`src/rtl/sema_pkg.sv`:
```
// Shared types for the semaphore bank.
// Assumes: two sides only; owner code 0 means the token is free.
package sema_pkg;
    typedef enum logic [1:0] {
        OWN_NONE  = 2'd0,
        OWN_LEFT  = 2'd1,
        OWN_RIGHT = 2'd2
    } owner_e;
endpackage

```
`src/rtl/sema_port_dec.sv`:
```
// Decodes one side's access strobes into a one-hot write vector and a read-active flag.
// Assumes: strobes are synchronous to clk and already qualified by upstream decoding.
module sema_port_dec #(
    parameter int N_SEM = 8,
    parameter int AW    = $clog2(N_SEM)
) (
    input  logic             sel,
    input  logic             oe,
    input  logic             we,
    input  logic [AW-1:0]    addr,
    output logic [N_SEM-1:0] wr_hit,
    output logic             rd_act
);
    // One write enable per token, set only for the indexed token.
    always_comb begin
        for (int i = 0; i < N_SEM; i++) begin
            wr_hit[i] = sel && we && (addr == AW'(i));
        end
    end

    // A read needs select and output enable with no write strobe.
    assign rd_act = sel && oe && !we;
endmodule

```
`src/rtl/sema_cell.sv`:
```
// One token: one request latch per side plus a registered owner.
// Assumes: latches are active low (0 = request). A same-cycle tie on a free token goes left.
module sema_cell
    import sema_pkg::*;
(
    input  logic       clk,
    input  logic       rst_n,
    input  logic       l_wr,
    input  logic       l_bit,
    input  logic       r_wr,
    input  logic       r_bit,
    output logic       l_flag,
    output logic       r_flag,
    output logic [1:0] own_o,
    output logic       req_l_o,
    output logic       req_r_o
);
    logic   req_l_q, req_r_q, req_l_d, req_r_d;
    owner_e own_q, own_d;

    // Next latch values and the owner they imply.
    always_comb begin
        req_l_d = l_wr ? l_bit : req_l_q;
        req_r_d = r_wr ? r_bit : req_r_q;
        case (own_q)
            OWN_LEFT:  own_d = !req_l_d ? OWN_LEFT  : (!req_r_d ? OWN_RIGHT : OWN_NONE);
            OWN_RIGHT: own_d = !req_r_d ? OWN_RIGHT : (!req_l_d ? OWN_LEFT  : OWN_NONE);
            default:   own_d = !req_l_d ? OWN_LEFT  : (!req_r_d ? OWN_RIGHT : OWN_NONE);
        endcase
    end

    // State registers; reset clears both requests and frees the token.
    always_ff @(posedge clk) begin
        if (!rst_n) begin
            req_l_q <= 1'b1;
            req_r_q <= 1'b1;
            own_q   <= OWN_NONE;
        end else begin
            req_l_q <= req_l_d;
            req_r_q <= req_r_d;
            own_q   <= own_d;
        end
    end

    assign l_flag  = (own_q != OWN_LEFT);
    assign r_flag  = (own_q != OWN_RIGHT);
    assign own_o   = own_q;
    assign req_l_o = req_l_q;
    assign req_r_o = req_r_q;
endmodule

```
`src/rtl/sema_read_hold.sv`:
```
// Freezes one side's read value for the life of a read.
// Assumes: flag_in is the side's flag for the currently indexed token.
module sema_read_hold #(
    parameter int DW = 18
) (
    input  logic          clk,
    input  logic          rst_n,
    input  logic          rd_act,
    input  logic          flag_in,
    output logic [DW-1:0] rdata
);
    logic          rd_q;
    logic [DW-1:0] hold_q;

    // Capture on the first edge of a read, then hold until the read ends.
    always_ff @(posedge clk) begin
        if (!rst_n) begin
            rd_q   <= 1'b0;
            hold_q <= '0;
        end else begin
            rd_q <= rd_act;
            if (rd_act && !rd_q) begin
                hold_q <= {DW{flag_in}};
            end
        end
    end

    assign rdata = (rd_act && rd_q) ? hold_q : '0;
endmodule

```
`src/rtl/sema_bank.sv`:
```
// Top: bank of N_SEM tokens shared by a left and a right side.
// Assumes: accesses are pre-decoded; only wdata bit 0 is meaningful on writes.
module sema_bank #(
    parameter int N_SEM = 8,
    parameter int DW    = 18,
    parameter int AW    = $clog2(N_SEM)
) (
    input  logic          clk,
    input  logic          rst_n,
    input  logic          l_sel,
    input  logic          l_oe,
    input  logic          l_we,
    input  logic [AW-1:0] l_addr,
    input  logic [DW-1:0] l_wdata,
    output logic [DW-1:0] l_rdata,
    input  logic          r_sel,
    input  logic          r_oe,
    input  logic          r_we,
    input  logic [AW-1:0] r_addr,
    input  logic [DW-1:0] r_wdata,
    output logic [DW-1:0] r_rdata
);
    logic [N_SEM-1:0]   l_hit, r_hit, l_flag_vec, r_flag_vec;
    logic [N_SEM-1:0]   reql_vec, reqr_vec;
    logic [2*N_SEM-1:0] own_vec;
    logic               l_rd, r_rd;
    logic               unused_wdata_hi;

    assign unused_wdata_hi = ^{l_wdata[DW-1:1], r_wdata[DW-1:1]};

    sema_port_dec #(.N_SEM(N_SEM), .AW(AW)) u_dec_l (
        .sel(l_sel), .oe(l_oe), .we(l_we), .addr(l_addr),
        .wr_hit(l_hit), .rd_act(l_rd)
    );
    sema_port_dec #(.N_SEM(N_SEM), .AW(AW)) u_dec_r (
        .sel(r_sel), .oe(r_oe), .we(r_we), .addr(r_addr),
        .wr_hit(r_hit), .rd_act(r_rd)
    );

    for (genvar i = 0; i < N_SEM; i++) begin : g_cell
        sema_cell u_cell (
            .clk(clk), .rst_n(rst_n),
            .l_wr(l_hit[i]), .l_bit(l_wdata[0]),
            .r_wr(r_hit[i]), .r_bit(r_wdata[0]),
            .l_flag(l_flag_vec[i]), .r_flag(r_flag_vec[i]),
            .own_o(own_vec[2*i +: 2]),
            .req_l_o(reql_vec[i]), .req_r_o(reqr_vec[i])
        );
    end

    sema_read_hold #(.DW(DW)) u_hold_l (
        .clk(clk), .rst_n(rst_n), .rd_act(l_rd),
        .flag_in(l_flag_vec[l_addr]), .rdata(l_rdata)
    );
    sema_read_hold #(.DW(DW)) u_hold_r (
        .clk(clk), .rst_n(rst_n), .rd_act(r_rd),
        .flag_in(r_flag_vec[r_addr]), .rdata(r_rdata)
    );
endmodule

```
`config.mk`:
```
export PLATFORM = sky130hd
export DESIGN_NAME = sema_bank
export DESIGN_NICKNAME = d
export VERILOG_FILES = /design/src/rtl/sema_pkg.sv /design/src/rtl/sema_port_dec.sv /design/src/rtl/sema_cell.sv /design/src/rtl/sema_read_hold.sv /design/src/rtl/sema_bank.sv
export SDC_FILE = /design/constraint.sdc
export NUM_CORES = 1
export LEC_CHECK = 0
export ABC_CLOCK_PERIOD_IN_PS = 1830
export BUFFER_PORTS_ARGS = -buffer_cell sky130_fd_sc_hd__buf_2
export CORE_UTILIZATION = 46
export CTS_CLUSTER_DIAMETER = 60
export DETAILED_ROUTE_END_ITERATION = 8
export PLACE_DENSITY_LB_ADDON = 0.25
export SLEW_MARGIN = 20
export SYNTH_ARGS = -nofsm -noshare
export SYNTH_HDL_FRONTEND = slang
export SYNTH_SLANG_ARGS = --single-unit
```
`constraint.sdc`:
```
create_clock -name clk -period 1.83 [get_ports clk]
set_input_delay 0.183 -clock clk [delete_from_list [all_inputs] [get_ports clk]]
set_output_delay 0.183 -clock clk [all_outputs]
set_load 0.005 [all_outputs]
```
### Yosys cells after proc, flatten, opt, wreduce, memory -nomap -nowiden

Cells that the tools add are included.

| operators by class | value |
|---|---|
| eq/ne operators | 38 |
| magnitude comparators | 2 |
| mux-type cells | 62 |
| reduce and logical (&&, ||, !) cells | 32 |

Operator list:

| cell | number |
|---|---|
| 2-bit two-way mux | 32 |
| 18-bit two-way mux | 2 |
| 1-bit logical AND | 26 |
| 1-bit two-way mux | 26 |
| 3-bit == test (second input constant) | 8 |
| 2-bit == test (second input constant) | 8 |
| 2-bit by 1-bit inequality test with 1-bit output (second input constant) | 8 |
| 2-bit inequality test (second input constant) | 8 |
| 3-bit by 2-bit == test with 1-bit output (second input constant) | 4 |
| 3-bit by 4-bit < comparator with 1-bit output (second input constant) | 2 |
| 1-bit binary-select mux with 3-bit select | 2 |
| 3-bit by 1-bit == test with 1-bit output (second input constant) | 2 |
| 3-bit zero test | 2 |
| 1-bit zero test | 4 |

| storage, ports and cells | value |
|---|---|
| input bits | 50 |
| logic and storage cells | 162 |
| register bits after elaboration | 36 |
| output and inout port bits | 36 |

### Depth between registers and ports, before layout

Gate-level depths: netlist of run 1.

| depth | value |
|---|---|
| depth in word-level cells | 6 |
| depth in mapped cells | 5 |

### Modules after synthesis

A second synthesis of run 1 with hierarchy kept.

| unflattened totals | value |
|---|---|
| cells, all modules | 190 |
| area, all modules | 1,934.4 um^2 |

Modules (own cells, without submodules):

| module | cells each | instances | area each (um^2) |
|---|---|---|---|
| sema_cell | 13 | 8 | 155.1 |
| sema_read_hold | 25 | 2 | 214.0 |
| sema_port_dec | 15 | 2 | 68.8 |
| sema_bank | 6 | 1 | 127.6 |

### Worst setup path after synthesis of run 1

OpenSTA, ideal clock, no wires.

| timing path | value |
|---|---|
| path kind | flip-flop to flip-flop |
| from | reg g_cell[4].u_cell.own_q[0] |
| to | reg u_hold_l.hold_q[0] (netlist name) |
| stages on the path, launching flop included | 5 |
| setup slack | 0.561 ns |
| buffers on the path | 0 |
| library setup time | 0.143 ns |
| required time | 1.687 ns |
| arrival time | 1.127 ns |
| cells stage by stage | dfxtp_1 > inv_1 > o311a_1 > o41ai_1 > a41oi_1 |

| on the way | value |
|---|---|
| cells in the longest elaborated chain, start to end | 3 |

Ends and longest elaborated chain:

| what | line | source |
|---|---|---|
| start, declared | sema_cell.sv:19 | `owner_e own_q, own_d;` |
| start signal, assigned | sema_cell.sv:41 | `own_q <= own_d;` |
| 2-bit by 1-bit inequality test with 1-bit output | sema_cell.sv:45 | `assign l_flag = (own_q != OWN_LEFT);` |
| 1-bit binary-select mux with 3-bit select | sema_bank.sv:53 | `.flag_in(l_flag_vec[l_addr]), .rdata(l_rdata)` |
| 1-bit two-way mux (not written as such) | sema_bank.sv:53 |  |

No other way between the ends. The select of a mux whose other input is x is not followed.
A chain may end at the register's enable or synchronous reset.

### Final worst setup path of run 1

| timing path | value |
|---|---|
| from | reg u_hold_l.rd_q |
| to | out l_rdata[1] |

| on the way | value |
|---|---|
| cells in the longest elaborated chain, start to end | 2 |

Ends and longest elaborated chain:

| what | line | source |
|---|---|---|
| start, declared | sema_read_hold.sv:12 | `logic rd_q;` |
| start signal, assigned | sema_read_hold.sv:21 | `rd_q <= rd_act;` |
| 1-bit logical AND | sema_read_hold.sv:28 | `assign rdata = (rd_act && rd_q) ? hold_q : '0;` |
| 18-bit two-way mux | sema_read_hold.sv:28 |  |
| end, declared | sema_bank.sv:15 | `output logic [DW-1:0] l_rdata,` |

No other way between the ends.

==> flow_metrics.env, run 1 <==
export IMPL_status="finished, final reports clean"
export IMPL_critical_path_arrival_ns=1.20
export IMPL_critPathLaunch="u_hold_l.rd_q"
export IMPL_clk_pin_slew_ns=0.07
export IMPL_finalWeightedCongestion=0.789
export IMPL_synth_area_leaders="dfxtp_1 39%, buf_4 14%, nand3_1 7.6%, a31oi_1 5.1%, nand2b_1 4.4%"
export IMPL_n_antenna_cell=0
export IMPL_wl_per_cell_um=14.0
export IMPL_reg2regPathDepth=4
export IMPL_yosys_area_top_type="dfxtp_1"
export IMPL_synthesis_area_sq_um=1840
export IMPL_required_ns=1.65
export IMPL_h_tree_depth=2
export IMPL_io_pins=86
export IMPL_p_per_area_nw_per_um2=829
export IMPL_drive_gt1_share_pct=24.2
export IMPL_path_max_fanout=18
export IMPL_whs_path_depth=3
export IMPL_synth_seq_cells=36
export IMPL_start_kind="flip-flop"
export IMPL_postCtsResizedCells=0
export IMPL_hp_class="primary input to flip-flop"
export IMPL_max_freq_mhz=723
export IMPL_post_cts_buffers=0
export IMPL_synthFlopType="dfxtp_1"
export IMPL_p_leak_nw=0.882
export IMPL_post_route_drc_count=0
export IMPL_drv_cap=0
export IMPL_timing_rr_start="g_cell[4].u_cell.own_o[0]"
export IMPL_grt_pass1_vias=1367
export IMPL_r2r_end="u_hold_l.hold_q[0]"
export IMPL_clock_skew_ns=0.00656
export IMPL_antenna_found_initial=0
export IMPL_synth_warnings=0
export IMPL_finalSetupViolCount=0
export IMPL_synth_common_cells="36 x dfxtp_1, 34 x buf_4, 28 x nand3_1"
export IMPL_dp_hpwl_um=2980
export IMPL_r2r_slack_ns=0.45
export IMPL_syn_inst=222
export IMPL_postSynthAreaPerCell_sq_um=8.27
export IMPL_placement_cell_area_sq_um=1860
export IMPL_cts_made_buffers=5
export IMPL_coreArea_sq_um=3740
export IMPL_cp_end_kind="output port"
export IMPL_synth_nets=272
export IMPL_drtIter0Drc=126
export IMPL_clock_latency_ns=0.29
export IMPL_hold_start="r_we"
export IMPL_via_per_inst=5.57
export IMPL_cts_tree="built"
export IMPL_fin_tns_setup_ns=0
export IMPL_finalMaxSlewViolations=0
export IMPL_portBuffers=51
export IMPL_wl_um=4030
export IMPL_dr_pass1_iters=5
export IMPL_period_share_pct=75.5
export IMPL_ys_types=33
export IMPL_critical_path_class="flip-flop to output port"
export IMPL_area_growth_pct=7.08
export IMPL_ys_seq_area_share_pct=39.2
export IMPL_finalHoldViolations=0
export IMPL_post_route_cell_area_sq_um=1970
export IMPL_vias=1604
export IMPL_vdd_ir_drop_worst_v=0.000491
export IMPL_rsz0062_at_grt="no"
export IMPL_initial_core_util_pct=49.1
export IMPL_whs_endpoint="u_hold_r.hold_q[0]"
export IMPL_antenna_left=0
export IMPL_synth_most_common_cell="dfxtp_1"
export IMPL_fin_nets=289
export IMPL_die_x_um=65.2
export IMPL_grt_pass1_wl_um=6340
export IMPL_worstMarginPinSlew_ns=0.387
export IMPL_hold_slack_ns=0.230
export IMPL_synth_enable_flop_cells=0
export IMPL_clock_sinks=36
export IMPL_period_needed_ns=1.38
export IMPL_cts_root_buf="clkbuf_8"
export IMPL_relSlewSlack_pct=74.2
export IMPL_yosysTopAreaCellShare_pct=39.2
export IMPL_grt_max_degree=22
export IMPL_grt_ovfl_total=0
export IMPL_placementRows=22
export IMPL_async_reset_ff_share_pct=0
export IMPL_postCtsHoldBufs=0
export IMPL_die_h_um=65.2
export IMPL_clk_path_buf_depth=2
export IMPL_grt_total_usage_pct=20.2
export IMPL_fp_dieArea_sq_um=4250
[report_power, final]
part / switching (W) / internal [W]
Clock: 0.000278 / 0.000404
Combinational: 0.0000899 / 0.0000491
Sequential: 0.00000833 / 0.000802
Total: 0.000376 / 0.00126
[worst max path at each step]
| stage | to | cells past startpoint | slack (ns) |
|---|---|---|---|
| final | l_rdata[1] | 2 | 0.45 |
| after floorplan | u_hold_l.hold_q[0] | 4 | 0.56 |
| after detailed placement | u_hold_l.hold_q[0] | 4 | 0.46 |
| after global routing | l_rdata[1] | 2 | 0.30 |
| after global placement | u_hold_l.hold_q[0] | 4 | 0.49 |
| after CTS | l_rdata[10] | 2 | 0.42 |
[placed cells by master, fill, tap and decap left out, types with 4 or more instances in the layout]
cell      netlist  routed
o21ai_0        14      14
nor3_1          5       5
buf_2           3      51
inv_1           8       8
nor2_1          8       8
dfxtp_1        36      36
a31oi_1        15      15
nand2_1        10      10
and3_1          4       4
a211oi_1        4       4
nor2b_1        10      10
clkbuf_8        0       5
nand3_1        28      28
nand2b_1       13      13
[state kept, by name, summed over array words and instances (netlist names)]
register               count
g_cell.u_cell.req_l_o      8
u_hold_l.rd_q              1
g_cell.u_cell.req_r_o      8
u_hold_r.hold_q            1
u_hold_r.rd_q              1
u_hold_l.hold_q            1
g_cell.u_cell.own_o       16
[logic make-up after synthesis]
family	synth area share, %
flip-flops	39.2
AND/OR/NAND/NOR	26.5
AO/OA/AOI/OAI	16.7
buffers and inverters	17.6
[worst max-delay path, cell delays in order (launching register included)]
cell     delay, ns
dfxtp_1       0.33
and3_1        0.39
buf_2         0.19
[through the flow]
step / cells / total power [W] / utilization (%) / setup slack, ns
finish: 288 / 0.00163 / 52.5 / 0.448
global route: 288 / 0.00169 / 52.5 / 0.298
CTS: 288 / 0.00165 / 52.5 / 0.416
detailed placement: 280 / 0.000965 / 49.7 / 0.462
global placement: 280 / 0.000965 / 49.7 / 0.488
floorplan: 222 / 0.000916 / - / 0.561
[metal layers]
metal  GRT usage (%)  part of all wire (%)
met4            8.15                   1.8
met2            32.1                    46
met3            4.17                   6.7
met5               0                     0
met1            26.5                    45
[cell type report]
type	count	area (sq um)
fillers	410	1780
multi-input cells	137	793
repair buffers	51	255
inverters	8	30.0
flip-flops and latches	36	721
clock buffers	6	72.6
well taps	48	60.1
clock inverters	2	35.0
Power figures use the tool's default switching activity.
==> run 2, diff against run 1 <==
ABC_CLOCK_PERIOD_IN_PS = 1200   (was 1830)
CORE_UTILIZATION = 42   (was 46)
clock period = 1.2 ns   (was 1.83 ns; I/O delays follow)
==> run 2 against run 1 <==
  * The run now ends with setup timing left
  * Non-clock buffer count grew 12
  * Combinational power is 73% higher
  * Global-route usage shrank 0.67 points
  * Worst setup slack worse by 0.49 ns
  * Worst hold slack got worse by 0.053 ns
  * Design area rose by 6.4%
  * Register-to-register slack worse by 0.49 ns
  * Via count rose by 1.2%
  * Sequential share of layout area fell by 1.9 points
  * Flip-flop and latch count is the same
  * Final cell count up 5.2%
  * Critical endpoint is now u_hold_l.hold_q[0]
  * Wire length increased by 5.0%
==> flow_metrics.env, run 2 (same netlist as run 1, synthesis figures left out) <==
export IMPL_grt_total_usage_pct=19.5
export IMPL_required_ns=1.35
export IMPL_grt_max_degree=22
export IMPL_area_growth_pct=13.9
export IMPL_finish_utilization_pct=51.2
export IMPL_placementRows=23
export IMPL_hold_start="r_we"
export IMPL_portBuffers=51
export IMPL_status="finished with violations"
export IMPL_layout_commonest_cell="buf_2"
export IMPL_r2r_slack_ns=-0.04
export IMPL_timing_rr_start="g_cell[4].u_cell.own_o[1]"
export IMPL_switchingPower_w=0.000571
export IMPL_drtIter0Drc=136
export IMPL_path_max_fanout=3
export IMPL_post_route_cell_area_sq_um=2090
export IMPL_final_cell_mix="51 x buf_2, 31 x dfxtp_1, 28 x nand3_1"
export IMPL_power_frac_comb_pct=10.5
export IMPL_clk_path_buf_depth=2
export IMPL_fin_nets=303
export IMPL_worstMarginPinSlew_ns=0.399
export IMPL_coreArea_sq_um=4090
export IMPL_placement_cell_area_sq_um=1960
export IMPL_drv_cap=0
export IMPL_die_h_um=68.1
export IMPL_cts_root_buf="clkbuf_8"
export IMPL_h_tree_depth=2
export IMPL_violations="setup timing"
export IMPL_io_pins=86
export IMPL_hp_class="primary input to flip-flop"
export IMPL_p_leak_nw=0.943
export IMPL_sequentialPowerShare_pct=54.2
export IMPL_fin_tns_setup_ns=-0.0388
export IMPL_stdcell_count=303
export IMPL_max_freq_mhz=807
export IMPL_initial_core_util_pct=44.9
export IMPL_finalWeightedCongestion=0.779
export IMPL_finalHoldViolations=0
export IMPL_clock_skew_ns=0.00407
export IMPL_wl_um=4240
export IMPL_rsz0062_at_grt="yes"
export IMPL_cts_made_buffers=5
export IMPL_critical_path_arrival_ns=1.39
export IMPL_grt_pass1_vias=1378
export IMPL_critPathLaunch="g_cell[4].u_cell.own_o[1]"
export IMPL_swShare_pct=24.9
export IMPL_relSlewSlack_pct=73.4
export IMPL_fillers=425
export IMPL_placed_cells=294
export IMPL_antenna_found_initial=0
export IMPL_grt_ovfl_total=0
export IMPL_p_clk_share_pct=35.3
export IMPL_p_per_area_nw_per_um2=1090
export IMPL_n_antenna_cell=0
export IMPL_dp_hpwl_um=3130
export IMPL_vias=1623
export IMPL_setup_ws_ns=-0.0388
export IMPL_drive_gt1_share_pct=33.6
export IMPL_cp_end_kind="flip-flop"
export IMPL_period_share_pct=103
export IMPL_clock_latency_ns=0.29
export IMPL_start_kind="flip-flop"
export IMPL_place_ws_ns=-0.0819
export IMPL_grt_pass1_wl_um=6560
export IMPL_dr_pass1_iters=4
export IMPL_die_x_um=68.1
export IMPL_finalSetupViolCount=1
export IMPL_intPower_w=0.00172
export IMPL_post_route_drc_count=0
export IMPL_cts_tree="built"
export IMPL_wl_per_cell_um=14.0
export IMPL_via_per_inst=5.36
export IMPL_antenna_left=0
export IMPL_critical_path_class="flip-flop to flip-flop"
export IMPL_fp_dieArea_sq_um=4640
export IMPL_finalMaxSlewViolations=0
export IMPL_largest_reg_flops=16
export IMPL_vdd_ir_drop_worst_v=0.000653
export IMPL_clk_pin_slew_ns=0.07
export IMPL_clock_sinks=36
export IMPL_post_cts_buffers=0
export IMPL_period_needed_ns=1.24
-- run 2: cell count changes in the layout (fill, tap and decap cells not counted), sizes merged --
cell / previous run / this run
bufinv: 1 / 0
buf: 51 / 63
and3: 4 / 6
-- run 2: worst paths after layout --
check                              endpoint  cells past startpoint
setup / recovery         u_hold_l.hold_q[0]                      3
hold / removal           u_hold_r.hold_q[0]                      3
setup reg to reg         u_hold_l.hold_q[0]                      3
hold reg to reg   g_cell[4].u_cell.own_o[1]                      2
-- run 2: power groups by stage --
stage / clock network [W] / logic (W) / registers [W]
after CTS: 0.000830 / 0.000235 / 0.00124
after detailed placement: 0 / 0.000232 / 0.00126
after global placement: 0 / 0.000230 / 0.00126
after floorplan: 0 / 0.000141 / 0.00126
final: 0.000809 / 0.000240 / 0.00124
after global routing: 0.000873 / 0.000270 / 0.00124
-- run 2: stage by stage --
step | hold slack, ns | power (W)
finish | 0.177 | 0.00229
global route | 0.218 | 0.00239
CTS | 0.165 | 0.00230
detailed placement | 0.467 | 0.00150
global placement | 0.462 | 0.00149
floorplan | 0.235 | 0.00140
-- run 2: metal layers --
layer  GRT usage, %  wire length [um]  part of all wire, %  vias up
met5              0                 0                    0        -
met4           7.03                32                 0.76        0
met3           4.00               277                  6.5        5
met2           28.8              1820                   43       47
met1           27.7              2100                   50      742
li1               -                 -                    -      829
-- run 2: what timing repair did --
item	CTS	global route
hold buffers	0	0
pin swaps	0	5
gates cloned	0	2
endpoints found under the setup margin	37	38
gates resized for setup	7	9
-- run 2: cell type report --
type	instances	area (sq um)	share of cell area [%]
sequential	36	727	34.7
clock inverter	1	5.00	0.239
timing repair buffer	63	345	16.5
clock buffer	6	72.6	3.47
tap	50	62.6	2.99
multi-input combinational	139	850	40.6
inverter	8	30.0	1.44
-- run 2: critical path: stages (launching register included) --
cell,delay [ns]
dfxtp_2,0.34
o311a_1,0.36
a222oi_1,0.26
a41oi_1,0.15
==> run 3, diff against run 2 <==
CAP_MARGIN = 10   (was default)
RECOVER_POWER = 25   (was default)
==> run 3 against run 2 <==
  * The run still ends with setup timing left
  * Largest cell class unchanged
  * Critical path type unchanged
  * Final cell count stayed put
  * Largest power group unchanged
  * Clock power about the same
  * First-iteration DRC count unchanged
  * Worst hold slack got worse by 0.0018 ns
  * Register-to-register slack is essentially flat
  * Highest routed layer unchanged
  * Non-clock buffer count is the same
==> flow_metrics.env, run 3 (same netlist as run 1, synthesis figures left out) <==
export IMPL_setup_ws_ns=-0.0386
export IMPL_required_ns=1.35
export IMPL_coreArea_sq_um=4090
export IMPL_endpoint="u_hold_l.hold_q[0]"
export IMPL_drive_gt1_share_pct=33.2
export IMPL_drtIter0Drc=136
export IMPL_hp_class="primary input to flip-flop"
export IMPL_finalWeightedCongestion=0.779
export IMPL_antenna_found_initial=0
export IMPL_r2r_end="u_hold_l.hold_q[0]"
export IMPL_p_leak_nw=0.939
export IMPL_stdcell_count=303
export IMPL_rsz0062_at_grt="yes"
export IMPL_fin_nets=303
export IMPL_grt_max_degree=22
export IMPL_cts_made_buffers=5
export IMPL_relSlewSlack_pct=36.2
export IMPL_clock_skew_ns=0.00412
export IMPL_vdd_ir_drop_worst_v=0.000652
export IMPL_finalMaxSlewViolations=0
export IMPL_critical_path_arrival_ns=1.39
export IMPL_cp_slowest_cell="o311a_1"
export IMPL_start_kind="flip-flop"
export IMPL_p_per_area_nw_per_um2=1100
export IMPL_use_met3_pct=4.00
export IMPL_critPathLaunch="g_cell[4].u_cell.own_o[1]"
export IMPL_clock_sinks=36
export IMPL_grt_pass1_vias=1378
export IMPL_placementRows=23
export IMPL_whs_path_depth=3
export IMPL_violations="setup timing"
export IMPL_vias=1627
export IMPL_dp_hpwl_um=3130
export IMPL_largest_reg_flops=16
export IMPL_cp_end_kind="flip-flop"
export IMPL_grt_ovfl_total=0
export IMPL_fp_dieArea_sq_um=4640
export IMPL_cts_tree="built"
export IMPL_period_needed_ns=1.24
export IMPL_period_share_pct=103
export IMPL_finalHoldViolations=0
export IMPL_finalSetupViolCount=1
export IMPL_die_x_um=68.1
export IMPL_clk_path_buf_depth=2
export IMPL_status="finished with violations"
export IMPL_io_pins=86
export IMPL_cts_root_buf="clkbuf_8"
export IMPL_grt_use_met1_pct=27.7
export IMPL_wl_per_cell_um=14.0
export IMPL_clk_pin_slew_ns=0.07
export IMPL_final_cell_mix="50 x buf_2, 31 x dfxtp_1, 28 x nand3_1"
export IMPL_critical_path_class="flip-flop to flip-flop"
export IMPL_area_growth_pct=13.8
export IMPL_n_antenna_cell=0
export IMPL_grt_busiest_layer="met2"
export IMPL_r2r_slack_ns=-0.04
export IMPL_layout_commonest_cell="buf_2"
export IMPL_placed_cells=294
export IMPL_clock_latency_ns=0.29
export IMPL_via_per_inst=5.37
export IMPL_die_h_um=68.1
export IMPL_timing_rr_start="g_cell[4].u_cell.own_o[1]"
export IMPL_max_freq_mhz=807
export IMPL_grtUsageMet2_pct=28.8
export IMPL_drv_cap=0
export IMPL_max_stage_delay_ns=0.36
export IMPL_hold_slack_ns=0.175
export IMPL_reg2regPathDepth=3
export IMPL_post_cts_buffers=0
export IMPL_path_max_fanout=3
export IMPL_grt_pass1_wl_um=6560
export IMPL_initial_core_util_pct=44.9
export IMPL_wl_um=4250
export IMPL_portBuffers=51
export IMPL_h_tree_depth=2
export IMPL_dr_pass1_iters=4
export IMPL_worstMarginPinSlew_ns=0.958
export IMPL_antenna_left=0
export IMPL_grt_total_usage_pct=19.5
export IMPL_crit_chain="o311a_1 -> a222oi_1 -> a41oi_1"
export IMPL_post_route_drc_count=0
## run 3: cell types whose count changed in the layout (fill, tap and decap cells not counted), sizes merged
| cell | change |
|---|---|
| buf | -1 |
| clkbuf | +1 |
## run 3: power breakdown
| group | internal [W] | switching, W |
|---|---|---|
| registers | 0.00122 | 0.0000153 |
| logic | 0.0000979 | 0.000142 |
| clock network | 0.000394 | 0.000417 |
## run 3: per-stage QoR
stage	area, sq um	total power, W	util (%)	TNS [ns]	worst slack (ns)
floorplan	1840	0.00140	-	0	0.0114
global route	2090	0.00239	51.2	-0.253	-0.0933
global placement	1960	0.00149	47.9	-0.0933	-0.0767
CTS	2050	0.00230	50.2	-0.0717	-0.0717
finish	2090	0.00229	51.2	-0.0386	-0.0386
detailed placement	1960	0.00150	47.9	-0.0971	-0.0819
## run 3: critical path, delay by kind of cell (launching register included)
kind	cells	cell delay (ns)
compound gates	3	0.77
flops	1	0.34
## run 3: final cells by class
class	count	area (sq um)
fillers	426	2000
multi-input cells	139	850
flip-flops and latches	36	727
repair buffers	63	344
clock buffers	6	72.6
well taps	50	62.6
inverters	8	30.0
clock inverters	1	5.00
## run 3: routing by layer
| layer | vias to the layer above | part of all wire, % |
|---|---|---|
| met5 | - | 0 |
| met4 | 0 | 0.90 |
| met3 | 6 | 6.7 |
| met2 | 47 | 43 |
| met1 | 745 | 49 |
| li1 | 829 | - |
## run 3: worst min path at each step
stage                                      endpoint  slack, ns       start
final                            u_hold_r.hold_q[0]       0.18        r_we
after global placement           u_hold_r.hold_q[0]       0.46        r_we
after CTS                        u_hold_r.hold_q[0]       0.16        r_we
after detailed placement         u_hold_r.hold_q[0]       0.47        r_we
after global routing      g_cell[0].u_cell.own_o[1]       0.22  l_wdata[0]
after floorplan            g_cell[4].u_cell.req_l_o       0.23       rst_n
## run 3: repair_timing
item	4_1_cts	5_1_grt
resized for setup	7	9
pin swaps	0	5
setup endpoints to repair	37	38
hold buffers	0	0
gates cloned	0	2
